`config.mk`:
```
export PLATFORM = sky130hd
export DESIGN_NAME = sdram_slot_arbiter
export DESIGN_NICKNAME = d
export VERILOG_FILES = /design/src/rtl/sdram_arb_pkg.sv /design/src/rtl/sdram_slot_seq.sv /design/src/rtl/sdram_req_latch.sv /design/src/rtl/sdram_pin_decode.sv /design/src/rtl/sdram_rd_capture.sv /design/src/rtl/sdram_slot_arbiter.sv
export SDC_FILE = /design/constraint.sdc
export NUM_CORES = 1
export LEC_CHECK = 0
export ABC_AREA = 1
export BUFFER_PORTS_ARGS = -buffer_cell sky130_fd_sc_hd__buf_2
export CAP_MARGIN = 10
export CORE_ASPECT_RATIO = 1.2
export CORE_MARGIN = 1.5
export CORE_UTILIZATION = 35
export CTS_BUF_LIST = sky130_fd_sc_hd__clkbuf_2
export CTS_CLUSTER_SIZE = 24
export DETAILED_ROUTE_END_ITERATION = 8
export PLACE_DENSITY_LB_ADDON = 0.2
export SLEW_MARGIN = 20
export SYNTH_ARGS = -nofsm -noshare
export SYNTH_HDL_FRONTEND = slang
export SYNTH_SLANG_ARGS = --single-unit
```
`constraint.sdc`:
```
create_clock -name clk -period 2.4 [get_ports clk]
set_input_delay 0.24 -clock clk [delete_from_list [all_inputs] [get_ports clk]]
set_output_delay 0.24 -clock clk [all_outputs]
set_load 0.02 [all_outputs]
```
`src/rtl/sdram_arb_pkg.sv`:
```
package sdram_arb_pkg;

  // SDRAM command word: {cs_n, ras_n, cas_n, we_n}
  typedef enum logic [3:0] {
    CMD_NOP = 4'b0111,
    CMD_ACT = 4'b0011,
    CMD_RD  = 4'b0101,
    CMD_WR  = 4'b0100,
    CMD_REF = 4'b0001
  } sdcmd_e;

  typedef enum logic [2:0] {
    ST_REF  = 3'd0,
    ST_ACT  = 3'd1,
    ST_RCD  = 3'd2,
    ST_RW   = 3'd3,
    ST_TAIL = 3'd4
  } slot_e;

  // Address bit that requests auto-precharge on a column command
  localparam int AP_BIT = 10;

endpackage

```
`src/rtl/sdram_slot_seq.sv`:
```
module sdram_slot_seq
  import sdram_arb_pkg::*;
#(
  parameter int REF_CYC  = 6,
  parameter int TRCD     = 2,
  parameter int TAIL_CYC = 4,
  parameter int CNT_W    = 4
) (
  input  logic             clk,
  input  logic             rst_n,
  input  logic [1:0]       req_i,
  output slot_e            st_o,
  output logic             cur_o,
  output logic [CNT_W-1:0] cnt_o,
  output logic             load_o,
  output logic             load_ch_o
);

  localparam logic [CNT_W-1:0] REF_LAST  = CNT_W'(REF_CYC - 1);
  localparam logic [CNT_W-1:0] RCD_LAST  = CNT_W'(TRCD - 2);
  localparam logic [CNT_W-1:0] TAIL_LAST = CNT_W'(TAIL_CYC - 1);

  slot_e            st_q, st_d;
  logic             cur_q, cur_d;
  logic [CNT_W-1:0] cnt_q, cnt_d;

  // next-state process
  always_comb begin
    st_d  = st_q;
    cur_d = cur_q;
    cnt_d = cnt_q + 1'b1;
    unique case (st_q)
      ST_REF: begin
        if (cnt_q == REF_LAST) begin
          cnt_d = '0;
          if (req_i[0]) begin
            st_d  = ST_ACT;
            cur_d = 1'b0;
          end else if (req_i[1]) begin
            st_d  = ST_ACT;
            cur_d = 1'b1;
          end
        end
      end
      ST_ACT: begin
        cnt_d = '0;
        st_d  = (TRCD > 1) ? ST_RCD : ST_RW;
      end
      ST_RCD: begin
        if (cnt_q == RCD_LAST) begin
          cnt_d = '0;
          st_d  = ST_RW;
        end
      end
      ST_RW: begin
        cnt_d = '0;
        st_d  = ST_TAIL;
      end
      ST_TAIL: begin
        if (cnt_q == TAIL_LAST) begin
          cnt_d = '0;
          if (!cur_q && req_i[1]) begin
            st_d  = ST_ACT;
            cur_d = 1'b1;
          end else begin
            st_d  = ST_REF;
          end
        end
      end
      default: begin
        st_d  = ST_REF;
        cnt_d = '0;
      end
    endcase
  end

  // register process
  always_ff @(posedge clk or negedge rst_n) begin
    if (!rst_n) begin
      st_q  <= ST_REF;
      cur_q <= 1'b0;
      cnt_q <= '0;
    end else begin
      st_q  <= st_d;
      cur_q <= cur_d;
      cnt_q <= cnt_d;
    end
  end

  assign st_o      = st_q;
  assign cur_o     = cur_q;
  assign cnt_o     = cnt_q;
  assign load_o    = (st_d == ST_ACT);
  assign load_ch_o = cur_d;

endmodule

```
`src/rtl/sdram_req_latch.sv`:
```
module sdram_req_latch #(
  parameter int BANK_W = 2,
  parameter int ROW_W  = 13,
  parameter int COL_W  = 10,
  parameter int DATA_W = 8,
  localparam int AW    = BANK_W + ROW_W + COL_W
) (
  input  logic              clk,
  input  logic              rst_n,
  input  logic              load_i,
  input  logic              load_ch_i,
  input  logic [1:0]        wr_i,
  input  logic [AW-1:0]     addr0_i,
  input  logic [AW-1:0]     addr1_i,
  input  logic [DATA_W-1:0] wdata0_i,
  input  logic [DATA_W-1:0] wdata1_i,
  output logic              we_o,
  output logic [BANK_W-1:0] bank_o,
  output logic [ROW_W-1:0]  row_o,
  output logic [COL_W-1:0]  col_o,
  output logic [DATA_W-1:0] wdata_o
);

  logic [AW-1:0]     sel_addr;
  logic [DATA_W-1:0] sel_data;
  logic              sel_we;

  always_comb begin
    sel_addr = load_ch_i ? addr1_i  : addr0_i;
    sel_data = load_ch_i ? wdata1_i : wdata0_i;
    sel_we   = wr_i[load_ch_i];
  end

  // preload on grant; clock enable = load_i
  always_ff @(posedge clk or negedge rst_n) begin
    if (!rst_n) begin
      we_o    <= 1'b0;
      bank_o  <= '0;
      row_o   <= '0;
      col_o   <= '0;
      wdata_o <= '0;
    end else if (load_i) begin
      we_o    <= sel_we;
      bank_o  <= sel_addr[AW-1 -: BANK_W];
      row_o   <= sel_addr[COL_W +: ROW_W];
      col_o   <= sel_addr[COL_W-1:0];
      wdata_o <= sel_data;
    end
  end

endmodule

```
`src/rtl/sdram_pin_decode.sv`:
```
module sdram_pin_decode
  import sdram_arb_pkg::*;
#(
  parameter int BANK_W   = 2,
  parameter int ROW_W    = 13,
  parameter int COL_W    = 10,
  parameter int DATA_W   = 8,
  parameter int CNT_W    = 4,
  parameter int CAS_LAT  = 2,
  parameter int TAIL_CYC = 4
) (
  input  slot_e             st_i,
  input  logic              cur_i,
  input  logic [CNT_W-1:0]  cnt_i,
  input  logic              we_i,
  input  logic [BANK_W-1:0] bank_i,
  input  logic [ROW_W-1:0]  row_i,
  input  logic [COL_W-1:0]  col_i,
  input  logic [DATA_W-1:0] wdata_i,
  output logic [3:0]        cmd_o,
  output logic [BANK_W-1:0] ba_o,
  output logic [ROW_W-1:0]  a_o,
  output logic [DATA_W-1:0] dq_o,
  output logic              dq_oe_o,
  output logic [1:0]        taken_o,
  output logic [1:0]        done_o,
  output logic              cap_o
);

  localparam logic [CNT_W-1:0] TAIL_LAST = CNT_W'(TAIL_CYC - 1);
  localparam logic [CNT_W-1:0] CAP_CNT   = CNT_W'(CAS_LAT - 1);

  logic [ROW_W-1:0] col_word;
  logic             last_tail;

  always_comb begin
    col_word                = '0;
    col_word[COL_W-1:0]     = col_i;
    col_word[AP_BIT]        = 1'b1;
  end

  always_comb begin
    cmd_o   = CMD_NOP;
    a_o     = '0;
    dq_oe_o = 1'b0;
    unique case (st_i)
      ST_REF:  if (cnt_i == '0) cmd_o = CMD_REF;
      ST_ACT: begin
        cmd_o = CMD_ACT;
        a_o   = row_i;
      end
      ST_RW: begin
        cmd_o   = we_i ? CMD_WR : CMD_RD;
        a_o     = col_word;
        dq_oe_o = we_i;
      end
      default: ;
    endcase
  end

  assign ba_o      = bank_i;
  assign dq_o      = dq_oe_o ? wdata_i : '0;
  assign last_tail = (st_i == ST_TAIL) && (cnt_i == TAIL_LAST);
  assign cap_o     = (st_i == ST_TAIL) && (cnt_i == CAP_CNT) && !we_i;

  for (genvar c = 0; c < 2; c++) begin : g_flag
    assign taken_o[c] = (st_i == ST_ACT) && (cur_i == 1'(c));
    assign done_o[c]  = last_tail && (cur_i == 1'(c));
  end

endmodule

```
`src/rtl/sdram_rd_capture.sv`:
```
module sdram_rd_capture #(
  parameter int DATA_W = 8
) (
  input  logic                   clk,
  input  logic                   rst_n,
  input  logic                   cap_i,
  input  logic                   cur_i,
  input  logic [DATA_W-1:0]      dq_i,
  output logic [1:0][DATA_W-1:0] rdata_o
);

  for (genvar c = 0; c < 2; c++) begin : g_chan
    logic cap_en;
    assign cap_en = cap_i && (cur_i == 1'(c));
    always_ff @(posedge clk or negedge rst_n) begin
      if (!rst_n)      rdata_o[c] <= '0;
      else if (cap_en) rdata_o[c] <= dq_i;
    end
  end

endmodule

```
`src/rtl/sdram_slot_arbiter.sv`:
```
module sdram_slot_arbiter
  import sdram_arb_pkg::*;
#(
  parameter int BANK_W   = 2,
  parameter int ROW_W    = 13,
  parameter int COL_W    = 10,
  parameter int DATA_W   = 8,
  parameter int REF_CYC  = 6,
  parameter int TRCD     = 2,
  parameter int CAS_LAT  = 2,
  parameter int TAIL_CYC = 4,
  localparam int AW      = BANK_W + ROW_W + COL_W
) (
  input  logic              clk,
  input  logic              rst_n,
  input  logic [1:0]        req_i,
  input  logic [1:0]        wr_i,
  input  logic [AW-1:0]     addr0_i,
  input  logic [AW-1:0]     addr1_i,
  input  logic [DATA_W-1:0] wdata0_i,
  input  logic [DATA_W-1:0] wdata1_i,
  output logic [1:0]        taken_o,
  output logic [1:0]        done_o,
  output logic [DATA_W-1:0] rdata0_o,
  output logic [DATA_W-1:0] rdata1_o,
  output logic [3:0]        cmd_o,
  output logic [BANK_W-1:0] ba_o,
  output logic [ROW_W-1:0]  a_o,
  output logic [DATA_W-1:0] dq_o,
  output logic              dq_oe_o,
  input  logic [DATA_W-1:0] dq_i
);

  localparam int CNT_W = $clog2(REF_CYC + TRCD + TAIL_CYC + 1);

  slot_e                  st;
  logic                   cur;
  logic [CNT_W-1:0]       cnt;
  logic                   load, load_ch;
  logic                   we_q;
  logic [BANK_W-1:0]      bank_q;
  logic [ROW_W-1:0]       row_q;
  logic [COL_W-1:0]       col_q;
  logic [DATA_W-1:0]      wdata_q;
  logic                   cap;
  logic [1:0][DATA_W-1:0] rdata;

  sdram_slot_seq #(
    .REF_CYC(REF_CYC), .TRCD(TRCD), .TAIL_CYC(TAIL_CYC), .CNT_W(CNT_W)
  ) u_seq (
    .clk(clk), .rst_n(rst_n), .req_i(req_i),
    .st_o(st), .cur_o(cur), .cnt_o(cnt),
    .load_o(load), .load_ch_o(load_ch)
  );

  sdram_req_latch #(
    .BANK_W(BANK_W), .ROW_W(ROW_W), .COL_W(COL_W), .DATA_W(DATA_W)
  ) u_latch (
    .clk(clk), .rst_n(rst_n), .load_i(load), .load_ch_i(load_ch),
    .wr_i(wr_i), .addr0_i(addr0_i), .addr1_i(addr1_i),
    .wdata0_i(wdata0_i), .wdata1_i(wdata1_i),
    .we_o(we_q), .bank_o(bank_q), .row_o(row_q), .col_o(col_q),
    .wdata_o(wdata_q)
  );

  sdram_pin_decode #(
    .BANK_W(BANK_W), .ROW_W(ROW_W), .COL_W(COL_W), .DATA_W(DATA_W),
    .CNT_W(CNT_W), .CAS_LAT(CAS_LAT), .TAIL_CYC(TAIL_CYC)
  ) u_pins (
    .st_i(st), .cur_i(cur), .cnt_i(cnt), .we_i(we_q),
    .bank_i(bank_q), .row_i(row_q), .col_i(col_q), .wdata_i(wdata_q),
    .cmd_o(cmd_o), .ba_o(ba_o), .a_o(a_o), .dq_o(dq_o), .dq_oe_o(dq_oe_o),
    .taken_o(taken_o), .done_o(done_o), .cap_o(cap)
  );

  sdram_rd_capture #(
    .DATA_W(DATA_W)
  ) u_cap (
    .clk(clk), .rst_n(rst_n), .cap_i(cap), .cur_i(cur),
    .dq_i(dq_i), .rdata_o(rdata)
  );

  assign rdata0_o = rdata[0];
  assign rdata1_o = rdata[1];

endmodule

```
==> impl_metrics.json, run 1 <==
{
  "regArea_mm2": 0.00145,
  "grt_overflow_total": 0,
  "grt_max_degree": 37,
  "ir_drop_mv": 0.411,
  "placed_cell_area_mm2": 0.00404,
  "syn2layout_area_growth_pct": 29.1,
  "wire_per_inst_um": 11.6,
  "required_ps": 2160,
  "syn_area_mm2": 0.00332,
  "clock_skew_ps": 24.5,
  "rrSetupSlack_ps": 270,
  "fill_cells": 1018,
  "slew_viol_final": 0,
  "hpwl_mm": 6.28,
  "ys_seq_area_frac": 0.437,
  "place_congestion": 0.833,
  "hold_class": "primary input to flop",
  "dr.pass1.iters": 6,
  "ant_nets": 0,
  "die_h_um": 110,
  "final_cell_mix": "144 x nand2_1, 126 x buf_2, 108 x inv_1, 77 x nand3_1, 58 x dfrtp_1",
  "track_usage": 0.177,
  "port_buffers": 126,
  "crit_fanout": 12,
  "grt_antenna_before_repair": 0,
  "dieArea_mm2": 0.0101,
  "rsz0062_at_grt": "false",
  "yosys_warnings": 0,
  "htreeDepth": 3,
  "final-hold-violation-count": 0,
  "syn_area_per_cell_um2": 6.86,
  "vias_per_cell": 4.52,
  "cts_tree": "built",
  "synth-compound-area-share": 0.0437,
  "outcome": "completed",
  "worst_pin_slew_ps": 579,
  "crit_type": "flop to output port",
  "final_cell_area_mm2": 0.00429,
  "syn-instance-count": 484,
  "via_count": 3370,
  "cts_buffers": 9,
  "rows": 38,
  "max_freq_ghz": 0.455,
  "wirelength_mm": 8.67,
  "drcViolationCount": 0,
  "synthXorXnorAreaFrac": 0.00264,
  "grt_pass1_wl_mm": 14.1,
  "fin_crit_sh": 0.916,
  "synth_nets": 567,
  "diodes": 0,
  "synth.area.mux_share": 0,
  "multiInputGateArea_mm2": 0.00133,
  "fin_crit_ps": 2200,
  "clkLatencyLatePin_ps": 480,
  "io-pin-count": 128,
  "dr.first_iter.drc_count": 145,
  "power_mw": 4.64,
  "synth_ff_type": "dfrtp_1",
  "grt_pass1_vias": 3157,
  "synth_top_family_by_area": "simple AND/OR/NAND/NOR gates",
  "coreArea_mm2": 0.00913,
  "p_leak_nw": 2.65,
  "tns_ps": 0,
  "cts_sinks": 58,
  "setup_violations": 0,
  "synth.ff_latch_count": 58,
  "cap_violations": 0,
  "nNetsFinal": 704,
  "synth_edf_count": 0,
  "clk_path_buf_depth": 2,
  "synthAdderAreaFrac": 0.0113,
  "worst_setup_path_start_kind": "flop",
  "netlist-cell-type-count": 23,
  "start_util": 0.364,
  "final_common_cell": "nand2_1",
  "path_clk_slew_ps": 180,
  "root_buffer": "clkbuf_2",
  "power_density_mw_per_mm2": 1080,
  "drive_gt1_frac": 0.254,
  "synthSimpleGateAreaFrac": 0.340,
  "end_kind": "output port",
  "async_reset_ff_frac": 1.00,
  "worstPathArrival_ps": 1960,
  "relSlewSlack": 0.614,
  "die_width_um": 91.9
}
report_power, final:
group	internal, mW	switching (mW)
Sequential	1.42	0.275
Clock	0.228	0.365
Combinational	0.784	1.57
repair_timing:
action / 4_1_cts / 5_1_grt
resized for setup: 0 / 1
endpoints found under the setup margin: 0 / 2
endpoints found under the hold margin: 43 / 0
buffers inserted: 0 / 0
hold buffers: 14 / 0
metal layers:
layer,vias up,wire [um],global-route usage
li1,1722,-,-
met1,1547,3860,0.223
met2,89,4260,0.298
met3,12,423,0.0360
met4,0,128,0.0725
met5,-,0,0
cell families after synthesis:
family | after synthesis
compound gates | 29
xor+xnor | 1
buf+inv | 132
flops | 58
fa+ha+maj | 3
other cells | 1
simple gates | 260
worst paths after layout:
path	from	end	cells after the start
min reg2reg	u_latch.row_o[9]	u_latch.row_o[9]	2
min	addr0_i[11]	u_latch.row_o[1]	5
max in group asynchronous	rst_n	u_latch.row_o[5]	3
max reg2reg	u_seq.cnt_o[1]	u_latch.row_o[4]	11
min in group asynchronous	rst_n	u_latch.bank_o[0]	2
max	u_seq.st_o[2]	a_o[3]	5
metrics by stage:
step	instances	setup WS, ps	utilization	hold slack, ps
3_3_place_gp	716	383	0.443	270
6_report	745	201	0.470	38.5
5_1_grt	745	43.8	0.470	7.98
2_1_floorplan	484	704	-	-55.6
3_5_place_dp	716	336	0.443	275
4_1_cts	745	60.9	0.469	0.429
worst max-delay path: stages (launching register included):
cell and delay [ps]:
dfrtp_1 500, inv_2 110, nand3_1 190, buf_4 240
o21ai_0 240, buf_2 220
sequential cells by signal, summed over array words and instances (netlist names):
register         count
u_cap.rdata_o       16
u_latch.row_o       13
u_latch.col_o       10
u_latch.wdata_o      8
u_seq.cnt_o          4
u_seq.st_o           3
u_latch.bank_o       2
u_latch.we_o         1
u_seq.cur_o          1
synth_stat cells (2+ instances only):
library cell	count	area, um2
buf_2	5	25.0
nand4_1	2	12.5
inv_2	3	11.3
buf_4	9	67.6
clkbuf_1	5	18.8
ha_1	3	37.5
inv_1	108	405
nor2_2	3	18.8
nand2_1	145	544
nand3_1	77	385
a21oi_1	3	15.0
o21ai_0	26	130
nor3_1	3	15.0
dfrtp_1	58	1450
nand2_2	2	12.5
nor2_1	24	90.1
nand2_4	2	22.5
area by class of cell:
cell class,instances,share of cell area
Inverter,112,0.0986
Sequential cell,58,0.338
Tap cell,120,0.0350
Timing Repair Buffer,146,0.193
Clock inverter,6,0.0137
Multi-Input combinational cell,294,0.310
Clock buffer,9,0.0105
(Power assumes the default switching activity.)
==> run 2, diff against run 1 <==
--- a/config.mk
+++ b/config.mk
@@ -9,11 +9,12 @@
 export BUFFER_PORTS_ARGS = -buffer_cell sky130_fd_sc_hd__buf_2
 export CAP_MARGIN = 10
 export CORE_ASPECT_RATIO = 1.2
-export CORE_MARGIN = 1.5
+export CORE_MARGIN = 10
 export CORE_UTILIZATION = 35
 export CTS_BUF_LIST = sky130_fd_sc_hd__clkbuf_2
 export CTS_CLUSTER_SIZE = 24
 export DETAILED_ROUTE_END_ITERATION = 8
+export HOLD_SLACK_MARGIN = 0.05
 export PLACE_DENSITY_LB_ADDON = 0.2
 export SLEW_MARGIN = 20
 export SYNTH_ARGS = -nofsm -noshare
==> run 2 against run 1 <==
Effect of this change: hold slack improved by 44 ps; core utilization up 2.9 points; critical endpoint is now u_latch.row_o[3]; non-clock buffer count up 29; first-iteration DRC count rose by 3.4%; total power is 1.6% higher.
==> impl_metrics.json, run 2 (same netlist as run 1, synthesis figures left out) <==
{
  "met3WireLength_um": 802,
  "rsz0062_at_grt": "false",
  "via_count": 3414,
  "clk_path_buf_depth": 2,
  "root_buffer": "clkbuf_2",
  "dr.pass1.iters": 5,
  "p_clk_frac": 0.131,
  "placed_cell_area_mm2": 0.00404,
  "utilization": 0.499,
  "wl_met2_mm": 4.97,
  "tns_ps": 0,
  "switching_share": 0.476,
  "clock_skew_ps": 11.5,
  "cap_violations": 0,
  "die_width_um": 109,
  "cts_sinks": 58,
  "final_cell_mix": "144 x nand2_1, 126 x buf_2, 108 x inv_1, 77 x nand3_1, 58 x dfrtp_1",
  "grt_pass1_vias": 3533,
  "cts_tree": "built",
  "power_switching_mw": 2.24,
  "rows": 38,
  "htreeDepth": 3,
  "startpoint": "u_seq.cnt_o[1]",
  "die_h_um": 127,
  "end_kind": "flop",
  "top_register": "u_cap.rdata_o",
  "grt_max_degree": 36,
  "fin_crit_ps": 2160,
  "diodes": 0,
  "pwr-share-seq": 0.360,
  "worst_setup_path_start_kind": "flop",
  "start_util": 0.362,
  "grt_pass1_wl_mm": 16.8,
  "relSlewSlack": 0.661,
  "slew_viol_final": 0,
  "top_layer": "met4",
  "largest_reg_flops": 16,
  "coreArea_mm2": 0.00918,
  "io-pin-count": 128,
  "wl_met1_mm": 4.16,
  "hold_start": "addr1_i[14]",
  "crit_type": "flop to flop",
  "p_int_mw": 2.47,
  "grt_overflow_total": 0,
  "wirelength_mm": 10.1,
  "crit_fanout": 22,
  "reg2reg_from": "u_seq.cnt_o[1]",
  "setup_violations": 0,
  "drive_gt1_frac": 0.249,
  "outcome": "completed",
  "path_clk_slew_ps": 170,
  "dp_cells": 717,
  "track_usage": 0.149,
  "clkLatencyLatePin_ps": 470,
  "p_leak_nw": 2.77,
  "ant_nets": 0,
  "worstPathArrival_ps": 2590,
  "hpwl_mm": 7.59,
  "cts_setup_buffers": 0,
  "power_mw": 4.72,
  "max_freq_ghz": 0.463,
  "ir_drop_mv": 0.394,
  "fin_cells": 775,
  "vias_per_cell": 4.41,
  "final_common_cell": "nand2_1",
  "wire_per_inst_um": 13.0,
  "drcViolationCount": 0,
  "nNetsFinal": 733,
  "reg.largest.list": "u_cap.rdata_o x16, u_latch.row_o x13, u_latch.col_o x10",
  "post-place-ws_ps": 250,
  "cts_buffers": 9,
  "hold_class": "primary input to flop",
  "fin_crit_sh": 0.901,
  "dr.first_iter.drc_count": 150,
  "setup_ws_ps": 238,
  "final-hold-violation-count": 0,
  "grt_antenna_before_repair": 0,
  "dieArea_mm2": 0.0138,
  "power_density_mw_per_mm2": 1030,
  "hold_slack_ps": 82.7,
  "required_ps": 2830,
  "worst_pin_slew_ps": 508,
  "syn2layout_area_growth_pct": 37.8,
  "place_congestion": 0.831,
  "comb_power_share": 0.509,
  "final_cell_area_mm2": 0.00457,
  "port_buffers": 126
}
-- run 2: changes by cell type in the layout (fill, tap and decap cells not counted), sizes merged --
| cell | change |
|---|---|
| buf | +1 |
| clkinvlp | +3 |
| dlygate4sd3 | +28 |
| clkinv | -2 |
-- run 2: power by group through the flow --
stage               combinational (mW)  clock [mW]  sequential (mW)
floorplan                         1.63           0             1.80
global placement                  2.35           0             1.71
detailed placement                2.39           0             1.72
CTS                               2.45       0.642             1.70
global route                      2.74       0.679             1.76
finish                            2.40       0.617             1.70
-- run 2: cell type report --
class | instances | area, um2
clock inverter | 7 | 70.1
timing repair buffer | 175 | 1100
inverter | 112 | 423
tap | 120 | 150
multi-input combinational | 294 | 1330
sequential | 58 | 1450
fill | 957 | 4600
clock buffer | 9 | 45.0
-- run 2: worst max-delay path, stage by stage, from the launching register on --
cell and delay (ps):
dfrtp_1 430, inv_1 80, ha_1 190, nand3_1 140, nor2_1 210, nand2_4 140
nand2_1 100, nor2_2 60, nor2_8 300, buf_4 270, nand3_1 120, nand2_1 70
-- run 2: worst paths after layout --
path | slack, ps | cells after the start | to
worst min register to register | 500 | 2 | u_latch.bank_o[1]
worst max-delay path | 240 | 11 | u_latch.row_o[3]
worst max register to register | 240 | 11 | u_latch.row_o[3]
min in group asynchronous | 140 | 2 | u_latch.bank_o[0]
worst min-delay path | 80 | 5 | u_latch.row_o[4]
max in group asynchronous | 1630 | 3 | u_latch.wdata_o[0]
-- run 2: timing repair --
action | 4_1_cts | 5_1_grt
endpoints found under the setup margin | 0 | 8
hold buffers | 42 | 0
resized for setup | 0 | 1
hold endpoints to repair | 103 | 0
-- run 2: layer usage --
layer / track usage / up-vias
li1: - / 1776
met1: 0.174 / 1524
met3: 0.0456 / 12
met5: 0 / -
met2: 0.250 / 102
met4: 0.0490 / 0
==> run 3, diff against run 2 <==
--- a/config.mk
+++ b/config.mk
@@ -5,7 +5,6 @@
 export SDC_FILE = /design/constraint.sdc
 export NUM_CORES = 1
 export LEC_CHECK = 0
-export ABC_AREA = 1
 export BUFFER_PORTS_ARGS = -buffer_cell sky130_fd_sc_hd__buf_2
 export CAP_MARGIN = 10
 export CORE_ASPECT_RATIO = 1.2
==> constraint.sdc (replaced) <==
create_clock -name clk -period 2.1 [get_ports clk]
set_input_delay 0.21 -clock clk [delete_from_list [all_inputs] [get_ports clk]]
set_output_delay 0.21 -clock clk [all_outputs]
set_load 0.02 [all_outputs]
==> run 3 against run 2 <==
Effect of this change: count of clock-buffer cells in the layout is 1 higher; the flow now finishes with violations (negative setup slack); hold slack better by 300 ps; cell count is 18% lower; die area is 7.0% lower; flip-flop and latch count stayed put; combinational power is 49% higher; core utilization is 12 points higher; sequential share of layout area is 4.2 points lower.
==> impl_metrics.json, run 3 <==
{
  "outcome": "complete, but fails checks",
  "violations": "negative setup slack",
  "multiInputGateArea_mm2": 0.00164,
  "grt_pass1_vias": 3210,
  "path_common_cell": "buf_4",
  "place_congestion": 0.805,
  "clock_skew_ps": 25.6,
  "yosys_warnings": 0,
  "hold_class": "primary input to async pin",
  "port_buffers": 126,
  "rsz0062_at_grt": "true",
  "htreeDepth": 3,
  "grt_antenna_before_repair": 0,
  "power_switching_mw": 2.66,
  "p_int_mw": 3.73,
  "synth.ff_latch_count": 58,
  "clkLatencyLatePin_ps": 480,
  "top_register": "u_cap.rdata_o",
  "regArea_mm2": 0.00146,
  "power_density_mw_per_mm2": 1210,
  "netlist-cell-type-count": 40,
  "clk_path_buf_depth": 2,
  "grt_max_degree": 59,
  "tns_ps": -20.6,
  "die_h_um": 122,
  "yosysTopAreaCell": "dfrtp_1",
  "crit_buf_inv": 5,
  "ant_nets": 0,
  "dr.first_iter.drc_count": 152,
  "track_usage": 0.154,
  "crit_fanout": 14,
  "final_common_cell": "buf_2",
  "fill_cells": 694,
  "relSlewSlack": 0.514,
  "vias_per_cell": 4.73,
  "wirelength_mm": 11.0,
  "nNetsFinal": 600,
  "cts_sinks": 58,
  "largest_reg_flops": 16,
  "fin_crit_sh": 1.01,
  "switching_share": 0.417,
  "synth.top_cell.area_share": 0.477,
  "cts_tree": "built",
  "ys_seq_area_frac": 0.477,
  "placed_cell_area_mm2": 0.00388,
  "wire_per_inst_um": 17.2,
  "reg2reg_from": "u_seq.cnt_o[1]",
  "fin_crit_ps": 2120,
  "worstPathArrival_ps": 2510,
  "end_kind": "flop",
  "path_cells": "buf_4 -> ha_1 -> buf_4 -> nor4b_2 -> and3_4 -> buf_4 -> a2bb2oi_4 -> buf_12 -> buf_16 -> a31o_2",
  "syn2layout_area_growth_pct": 73.8,
  "dr.pass1.iters": 4,
  "cts_buffers": 9,
  "drive_gt1_frac": 0.469,
  "final_cell_area_mm2": 0.00529,
  "io-pin-count": 128,
  "r2r-end": "u_seq.st_o[0]",
  "p_leak_nw": 2.55,
  "hold_slack_ps": 387,
  "die_width_um": 105,
  "syn-instance-count": 287,
  "ff2ff_path_depth": 10,
  "dieArea_mm2": 0.0128,
  "hpwl_mm": 6.22,
  "drcViolationCount": 0,
  "setup_ws_ps": -20.6,
  "synth_ff_type": "dfrtp_1",
  "final_cell_mix": "125 x buf_2, 77 x dlygate4sd3_1, 55 x dfrtp_1, 40 x nor2_1, 38 x mux2i_1",
  "path_clk_slew_ps": 190,
  "p_clk_frac": 0.116,
  "required_ps": 2490,
  "slew_viol_final": 0,
  "synth_edf_count": 0,
  "worst_setup_path_start_kind": "flop",
  "startpoint": "u_seq.cnt_o[1]",
  "crit_end": "u_seq.st_o[0]",
  "syn_area_mm2": 0.00304,
  "rrSetupSlack_ps": -20,
  "critical_path_depth": 10,
  "synth_nets": 370,
  "start_util": 0.357,
  "grt_overflow_total": 0,
  "coreArea_mm2": 0.00852,
  "worst_pin_slew_ps": 729,
  "setup_violations": 1,
  "grt_pass1_wl_mm": 16.0,
  "ys_top_cells_by_area": "dfrtp_1 48%, mux2i_1 14%, nor2_1 6.8%",
  "cap_violations": 0,
  "syn_area_per_cell_um2": 10.6,
  "crit_family": "buffers and inverters",
  "via_count": 3023,
  "pwr-share-seq": 0.324,
  "root_buffer": "clkbuf_2",
  "comb_power_share": 0.560,
  "max_stage_delay_ps": 420,
  "async_reset_ff_frac": 1.00,
  "final-hold-violation-count": 0,
  "ir_drop_mv": 0.537,
  "diodes": 0,
  "max_freq_ghz": 0.472,
  "rows": 37,
  "reg.largest.list": "u_cap.rdata_o x16, u_latch.row_o x13, u_latch.col_o x10",
  "yosysMostFrequentCell": "dfrtp_1",
  "slowest_stage": "dfrtp_1",
  "synth_common_cells": "58 x dfrtp_1, 55 x nor2_1, 44 x mux2i_1",
  "crit_type": "flop to flop"
}
-- run 3: changes by cell type in the layout (fill, tap and decap cells not counted), sizes merged, moves of 5 or more --
| cell | change |
|---|---|
| nand2 | -146 |
| inv | -103 |
| nand3 | -73 |
| mux2i | +44 |
| dlygate4sd3 | +35 |
| a21oi | +32 |
| nor2 | +27 |
| o21ai | -24 |
| buf | +23 |
| mux2 | +16 |
| and2 | +8 |
| clkbuf | +7 |
| and3 | +5 |
-- run 3: power groups by stage --
stage / registers, mW / logic, mW / clock network [mW]
floorplan: 2.10 / 1.88 / 0
global placement: 2.01 / 2.80 / 0
detailed placement: 2.02 / 2.86 / 0
CTS: 2.00 / 3.15 / 0.761
global route: 2.14 / 3.87 / 0.812
finish: 2.07 / 3.58 / 0.741
-- run 3: how the worst min path moves through the flow --
stage | from | to | slack, ps | depth (start not counted)
final | rst_n | u_cap.rdata_o[14] | 390 | 3
after global routing | req_i[1] | u_latch.bank_o[1] | 380 | 7
after CTS | addr0_i[22] | u_latch.row_o[12] | 50 | 3
after detailed placement | rst_n | u_cap.rdata_o[6] | 410 | 2
after global placement | rst_n | u_latch.bank_o[0] | 420 | 2
after floorplan | rst_n | u_cap.rdata_o[0] | -90 | 0
-- run 3: cells by family (layout without fill, tap and decap cells) --
kind of cell             count (synthesis)  count (layout)  share of synthesized area
AND/OR/NAND/NOR                         88              89                      0.146
flip-flops                              58              58                      0.477
other                                    1               1                    0.00123
adder cells (fa/ha/maj)                  3               3                     0.0123
buffers and inverters                   29             263                     0.0559
AO/OA/AOI/OAI                           45              45                     0.0843
multiplexers                            60              60                      0.214
XOR/XNOR                                 3               3                    0.00864
-- run 3: through the flow --
stage,power [mW],cells,setup WS (ps),util
final,6.39,639,-20.6,0.621
after global routing,6.82,639,-74.2,0.621
after CTS,5.91,627,-3.02,0.576
after detailed placement,4.88,527,-66.3,0.455
after global placement,4.82,527,41.8,0.455
after floorplan,3.98,287,5.77,-
-- run 3: routing by layer --
metal	GRT usage	up-vias	routed length, um	share of wire
met1	0.172	1451	4540	0.41
met5	0	-	0	0
met3	0.0586	8	856	0.078
met4	0.0421	0	78	0.0071
met2	0.270	113	5550	0.50
li1	-	1451	-	-
-- run 3: layout make-up --
cell class | instances | area share
timing repair buffer | 239 | 0.359
multi-input combinational | 201 | 0.311
sequential | 58 | 0.275
tap | 117 | 0.0277
clock inverter | 6 | 0.0125
clock buffer | 10 | 0.00947
inverter | 8 | 0.00568
-- run 3: tightest hold or removal path, cell delays in order --
cell,delay (ps)
dlygate4sd3_1,520
buf_2,90
buf_4,580
-- run 3: what timing repair did --
action | 4_1_cts | 5_1_grt
setup endpoints to repair | 54 | 58
gates cloned | 3 | 7
setup buffers | 7 | 3
endpoints found under the hold margin | 107 | 2
gates resized for setup | 14 | 51
pin swaps | 2 | 5
hold buffers | 74 | 3
